### src/rtl/ser_stat_pkg.sv
package ser_stat_pkg;
    localparam int STAT_W   = 32;
    localparam int RX_W     = 6;
    localparam int NFLAG    = 4;
    localparam int IDX_TC   = 0;
    localparam int IDX_TXE  = 1;
    localparam int IDX_LBK  = 2;
    localparam int IDX_CTS  = 3;
    localparam int BIT_TC   = RX_W + IDX_TC;
    localparam int BIT_TXE  = RX_W + IDX_TXE;
    localparam int BIT_LBK  = RX_W + IDX_LBK;
    localparam int BIT_CTS  = RX_W + IDX_CTS;
    localparam int TOP_W    = STAT_W - NFLAG - RX_W;
    localparam logic [NFLAG-1:0] FLAG_RST = 4'b0011;

    typedef enum logic {
        MK_IDLE  = 1'b0,
        MK_ARMED = 1'b1
    } mark_st_t;
endpackage

### src/rtl/ser_flag_cell.sv
module ser_flag_cell #(
    parameter logic RST_VAL = 1'b0
) (
    input  logic clk,
    input  logic rst_n,
    input  logic set_i,
    input  logic clr_i,
    output logic flag_o
);
    logic flag_q;

    always_ff @(posedge clk) begin
        if (!rst_n)
            flag_q <= RST_VAL;
        else if (set_i)
            flag_q <= 1'b1;
        else if (clr_i)
            flag_q <= 1'b0;
    end

    assign flag_o = flag_q;

    // a hardware set beats a clear in the same cycle
    a_r8_set_wins: assert property (@(posedge clk) disable iff (!rst_n)
        set_i |=> flag_o);

    a_r6_clear_takes: assert property (@(posedge clk) disable iff (!rst_n)
        (clr_i && !set_i) |=> !flag_o);
endmodule

### src/rtl/ser_clr_arm.sv
module ser_clr_arm
    import ser_stat_pkg::*;
(
    input  logic clk,
    input  logic rst_n,
    input  logic rd_stat_i,
    input  logic wr_data_i,
    output logic armed_o
);
    mark_st_t st_q, st_d;

    always_ff @(posedge clk) begin
        if (!rst_n)
            st_q <= MK_IDLE;
        else
            st_q <= st_d;
    end

    always_comb begin
        st_d = st_q;
        unique case (st_q)
            MK_IDLE: begin
                if (rd_stat_i)
                    st_d = MK_ARMED;
            end
            MK_ARMED: begin
                if (!rd_stat_i && wr_data_i)
                    st_d = MK_IDLE;
            end
            default: st_d = MK_IDLE;
        endcase
    end

    always_comb begin
        armed_o = (st_q == MK_ARMED);
    end

    a_r7_arms_on_read: assert property (@(posedge clk) disable iff (!rst_n)
        rd_stat_i |=> armed_o);

    a_r7_disarms_on_write: assert property (@(posedge clk) disable iff (!rst_n)
        (wr_data_i && !rd_stat_i) |=> !armed_o);
endmodule

### src/rtl/ser_cts_mon.sv
module ser_cts_mon #(
    parameter int SYNC_STAGES = 2
) (
    input  logic clk,
    input  logic rst_n,
    input  logic cts_n_i,
    input  logic en_i,
    output logic toggle_o
);
    localparam int LAST = SYNC_STAGES - 1;

    logic [SYNC_STAGES-1:0] sync_q;
    logic                   prev_q;

    genvar g;
    generate
        for (g = 0; g < SYNC_STAGES; g++) begin : g_sync
            if (g == 0) begin : g_first
                always_ff @(posedge clk) begin
                    if (!rst_n) sync_q[g] <= 1'b1;
                    else        sync_q[g] <= cts_n_i;
                end
            end else begin : g_next
                always_ff @(posedge clk) begin
                    if (!rst_n) sync_q[g] <= 1'b1;
                    else        sync_q[g] <= sync_q[g-1];
                end
            end
        end
    endgenerate

    always_ff @(posedge clk) begin
        if (!rst_n) prev_q <= 1'b1;
        else        prev_q <= sync_q[LAST];
    end

    assign toggle_o = en_i && (sync_q[LAST] != prev_q);

    a_r9_no_toggle_when_off: assert property (@(posedge clk) disable iff (!rst_n)
        !en_i |-> !toggle_o);
endmodule

### src/rtl/ser_stat_flags.sv
module ser_stat_flags
    import ser_stat_pkg::*;
(
    input  logic              clk,
    input  logic              rst_n,
    input  logic              evt_txe_load,
    input  logic              evt_frame_done,
    input  logic              evt_brk,
    input  logic              cts_n_in,
    input  logic              cts_flow_en,
    input  logic              rd_stat,
    input  logic              wr_stat,
    input  logic              wr_data,
    input  logic [STAT_W-1:0] wdata,
    input  logic [RX_W-1:0]   rx_flags,
    input  logic              ie_cts,
    input  logic              ie_brk,
    input  logic              ie_txe,
    input  logic              ie_tc,
    output logic [STAT_W-1:0] stat_rdata,
    output logic              irq
);
    logic             armed;
    logic             cts_toggle;
    logic [NFLAG-1:0] set_v;
    logic [NFLAG-1:0] clr_v;
    logic [NFLAG-1:0] flags_v;
    logic [NFLAG-1:0] ie_v;
    logic             irq_q;

    ser_clr_arm u_arm (
        .clk       (clk),
        .rst_n     (rst_n),
        .rd_stat_i (rd_stat),
        .wr_data_i (wr_data),
        .armed_o   (armed)
    );

    ser_cts_mon #(.SYNC_STAGES(2)) u_cts (
        .clk      (clk),
        .rst_n    (rst_n),
        .cts_n_i  (cts_n_in),
        .en_i     (cts_flow_en),
        .toggle_o (cts_toggle)
    );

    always_comb begin
        set_v[IDX_TC]  = evt_frame_done && flags_v[IDX_TXE];
        set_v[IDX_TXE] = evt_txe_load;
        set_v[IDX_LBK] = evt_brk;
        set_v[IDX_CTS] = cts_toggle;

        clr_v[IDX_TC]  = (wr_stat && !wdata[BIT_TC]) || (wr_data && armed);
        clr_v[IDX_TXE] = wr_data;
        clr_v[IDX_LBK] = wr_stat && !wdata[BIT_LBK];
        clr_v[IDX_CTS] = wr_stat && !wdata[BIT_CTS];

        ie_v[IDX_TC]   = ie_tc;
        ie_v[IDX_TXE]  = ie_txe;
        ie_v[IDX_LBK]  = ie_brk;
        ie_v[IDX_CTS]  = ie_cts;
    end

    genvar i;
    generate
        for (i = 0; i < NFLAG; i++) begin : g_flag
            ser_flag_cell #(.RST_VAL(FLAG_RST[i])) u_cell (
                .clk    (clk),
                .rst_n  (rst_n),
                .set_i  (set_v[i]),
                .clr_i  (clr_v[i]),
                .flag_o (flags_v[i])
            );
        end
    endgenerate

    always_ff @(posedge clk) begin
        if (!rst_n) irq_q <= 1'b0;
        else        irq_q <= |(flags_v & ie_v);
    end

    assign irq        = irq_q;
    assign stat_rdata = {{TOP_W{1'b0}}, flags_v, rx_flags};

    a_r2_top_zero: assert property (@(posedge clk) disable iff (!rst_n)
        (wr_stat && (wdata[STAT_W-1:RX_W+NFLAG] != '0)) |=> (stat_rdata[STAT_W-1:RX_W+NFLAG] == '0));

    a_r3_rx_mirror: assert property (@(posedge clk) disable iff (!rst_n)
        (wr_stat && (wdata[RX_W-1:0] != rx_flags)) |-> (stat_rdata[RX_W-1:0] == rx_flags));

    a_r4_txe_ignores_status_write: assert property (@(posedge clk) disable iff (!rst_n)
        (flags_v[IDX_TXE] && wr_stat && !wdata[BIT_TXE] && !wr_data) |=> flags_v[IDX_TXE]);

    a_r5_tc_needs_txe: assert property (@(posedge clk) disable iff (!rst_n)
        $rose(flags_v[IDX_TC]) |-> $past(flags_v[IDX_TXE]));

    a_r9_quiet_when_off: assert property (@(posedge clk) disable iff (!rst_n)
        (!cts_flow_en && !flags_v[IDX_CTS]) |=> !flags_v[IDX_CTS]);

    a_r10_irq_rises: assert property (@(posedge clk) disable iff (!rst_n)
        (flags_v[IDX_TXE] && ie_txe) |=> irq);

    a_r10_irq_falls: assert property (@(posedge clk) disable iff (!rst_n)
        ((flags_v & ie_v) == '0) |=> !irq);
endmodule

### config.mk
export PLATFORM = sky130hd
export DESIGN_NAME = ser_stat_flags
export DESIGN_NICKNAME = d
export VERILOG_FILES = /design/src/rtl/ser_stat_pkg.sv /design/src/rtl/ser_flag_cell.sv /design/src/rtl/ser_clr_arm.sv /design/src/rtl/ser_cts_mon.sv /design/src/rtl/ser_stat_flags.sv
export SDC_FILE = /design/constraint.sdc
export NUM_CORES = 1
export LEC_CHECK = 0
export ABC_AREA = 1
export BUFFER_PORTS_ARGS = -buffer_cell sky130_fd_sc_hd__buf_2
export CORE_MARGIN = 2
export CORE_UTILIZATION = 28
export DETAILED_ROUTE_END_ITERATION = 6
export MAX_ROUTING_LAYER = met4
export PLACE_DENSITY_LB_ADDON = 0.12
export SYNTH_ARGS = -nofsm -noshare
export SYNTH_HDL_FRONTEND = slang
export SYNTH_SLANG_ARGS = --single-unit
### constraint.sdc
create_clock -name clk -period 0.98 [get_ports clk]
set_input_delay 0.245 -clock clk [delete_from_list [all_inputs] [get_ports clk]]
set_output_delay 0.245 -clock clk [all_outputs]
set_load 0.02 [all_outputs]
==> key figures <==
Detailed routing
  – Remaining antenna violation count: 0
  – Drt total wl: roughly 900 um
  – DR iter-0 viols: 6
  – Via count: around 400
  – 1st-pass router iterations: 4
  – Vias/cell: ~3.5
  – Residual DRC: 0
  – Drt wl/cell: around 7.5 um

Yosys
  – Top-area cell type share of the netlist area: 0.427
  – Compound-Gate Fraction of Synth Area: 0.0822
  – Synth area leader: buf_4
  – Synth Area in Simple Gates: 0.124
  – Post-Synth Adder-Cell Area: 0
  – Register area share after synthesis: 0.320
  – Mapped Area: roughly 560 sq um
  – Synth area leaders: buf_4 43%, dfxtp_1 32%, nand2_1 7.3%, a21oi_1 3.6%, inv_1 3.3%
  – Synth Area per Inst: 7.71 sq um
  – Yosys warnings: 0
  – #FFs+latches synth: 9
  – Largest family of logic cells by synthesized area: buffers and inverters
  – Syn Inst Count: 73
  – Post-synthesis mux area share: 0
  – Post-synth cell types: 13
  – XOR/XNOR share of the synthesized area: 0

Min path
  – Hold WC Path Type: input port to register
  – Hold_sp: cts_n_in

Finish
  – Commonest non-fill, non-tap cell in the layout: conb_1
  – Most frequent cells in the layout: 22 x conb_1, 16 x buf_2, 11 x nand2_1
  – Register area: around 190 sq um
  – Area growth, synth to finish: 9.33%
  – Share of post-route cells with drive strength above 1: 0.360
  – Fillers: 227
  – Layout net count: approximately 140
  – Number of inserted diodes: 0
  – Final Util: 0.320
  – Area of the multi-input gates: about 200 sq um

Global route
  – Total GRT Usage: 0.0741
  – Largest net degree at the start of global routing: 9
  – Initial antenna violation count: 0
  – Vias in the first global route: about 320
  – GRT overflow: 0
  – Global-route wire length before repair: roughly 1.3 mm

Worst setup path
  – Crit path launch type: register
  – Crit-path max cell delay: approximately 0.34 ns
  – Worst path required time: approximately 0.73 ns
  – Slowest cell on crit path: dfxtp_2
  – Reg-to-Reg End: g_flag[1].u_cell.flag_o$_SDFFE_PP1P_
  – Crit path max fanout: 2
  – Worst setup path endpoint: stat_rdata[6]
  – Element type at the critical path end: output port
  – Crit path cell chain: buf_6
  – Crit-path leading delay family: flip-flops
  – CP Depth: 1
  – Critical Path AT: around 0.72 ns
  – Reg2Reg Depth: 2
  – Worst r2r src: g_flag[1].u_cell.flag_o$_SDFFE_PP1P_
  – WS Path Type: register to output port
  – Buffers & Inverters on Critical Path: 1
  – Critical path origin: g_flag[0].u_cell.flag_o$_SDFFE_PP1P_
  – R2R Setup Slk: ~0.14 ns

Floorplanning
  – Total die area: around 2400 sq um
  – I/O Pins: 85
  – Site Rows: 16
  – Die width: ~49 um
  – Starting density of the core: 0.293
  – Die Ht: slightly below 50 um
  – Core area: 1920 sq um

Clock network
  – Clk slew on worst S/H paths: ~0.07 ns
  – CTS Buffer Depth: 2
  – CTS tree: yes
  – Root Buffer: clkbuf_4
  – Clk_lat worst skew: around 0.27 ns
  – Inserted Clock Buffers: 3
  – H-tree depth: 1
  – CTS Sinks: 9

STA
  – RSZ-0062 raised after global routing: true
  – Max Freq: between 1 and 1.5 GHz
  – Final Hold Viols: 0
  – Fin. max-slew vios: 0
  – Endpoints failing setup: 0
  – Setup TNS Final: 0 ns
  – Crit share post-route: 0.986
  – Clk_skew: roughly 0.014 ns
  – Final min period: roughly 0.97 ns

Outcome
  – Status: complete, no violations

Power
  – Power Dens Cells: around 1400 nW/um^2
  – Leakage: approximately 0.00035 uW
  – Max VDD drop: roughly 560 uV

Placement
  – I/O Buffers: 21
  – DP HPWL: 716 um
  – RePlAce Congestion: 0.569

Flow run
  – Max-cap viol count: 0
## Yosys cell counts
cell,number
buf_4,32
nand3_1,1
a21oi_1,4
a211o_1,1
inv_2,1
inv_1,5
conb_1,1
dfxtp_1,9
o21ai_0,2
o211ai_1,1
nor2_1,3
or2_1,2
nand2_1,11
## worst min-delay path by stage
stage | depth (start not counted) | endpoint | slack, ns
floorplan | 1 | u_cts.prev_q$_SDFF_PN1_ | 0.31
global placement | 1 | u_cts.sync_q[1]$_SDFF_PN1_ | 0.39
detailed placement | 1 | u_cts.sync_q[1]$_SDFF_PN1_ | 0.39
CTS | 2 | u_cts.sync_q[0]$_SDFF_PN1_ | 0.14
global route | 2 | u_cts.sync_q[0]$_SDFF_PN1_ | 0.14
finish | 2 | u_cts.sync_q[0]$_SDFF_PN1_ | 0.15
## flip-flops by register name (all words and copies together) (netlist names)
| name | count |
|---|---|
| u_cts.sync_q | 2 |
| irq | 1 |
| u_arm.armed_o | 1 |
| g_flag.u_cell.flag_o | 4 |
| u_cts.prev_q | 1 |
## what timing repair did
item | CTS | global route
setup endpoints to repair | 4 | 5
pin swaps | 0 | 0
resized for setup | 12 | 1
buffers inserted | 2 | 0
hold buffers | 0 | 0
## metal layers
metal	global-route usage	share of wire	vias up
met5	-	0	-
met2	0.114	0.46	35
li1	-	-	201
met4	0.0143	0	0
met3	0.0521	0.14	0
met1	0.0784	0.40	166
## where the power goes
| group | total [uW] | switching [uW] | internal [uW] |
|---|---|---|---|
| registers | 399 | 10.7 | 388 |
| logic | 194 | 129 | 65.1 |
| clock network | 295 | 144 | 151 |
## kinds of logic (layout without fill, tap and decap cells)
logic type             Yosys count  count (layout)
other                            1              22
AND/OR/NAND/NOR                 17              17
flip-flops                       9               9
buffers and inverters           38              33
AO/OA/AOI/OAI                    8               8
## metrics by stage
| stage | setup slack, ns | power, uW | instance area, sq um | instances | hold WS [ns] |
|---|---|---|---|---|---|
| after global placement | 0.182 | 578 | 541 | 110 | 0.388 |
| after floorplan | 0.254 | 642 | 642 | 94 | 0.314 |
| after detailed placement | 0.180 | 578 | 541 | 110 | 0.393 |
| final | 0.0141 | 888 | 616 | 116 | 0.149 |
| after global routing | -0.0236 | 940 | 616 | 116 | 0.139 |
| after CTS | 0.00145 | 896 | 613 | 116 | 0.143 |
## area by class of cell
type | count | share of cell area
Clock buffer | 3 | 0.0366
Multi-Input combinational cell | 47 | 0.323
Tap cell | 27 | 0.0549
Inverter | 6 | 0.0366
Timing Repair Buffer | 23 | 0.240
Sequential cell | 9 | 0.301
Clock inverter | 1 | 0.00813
Power figures use the tool's default switching activity.
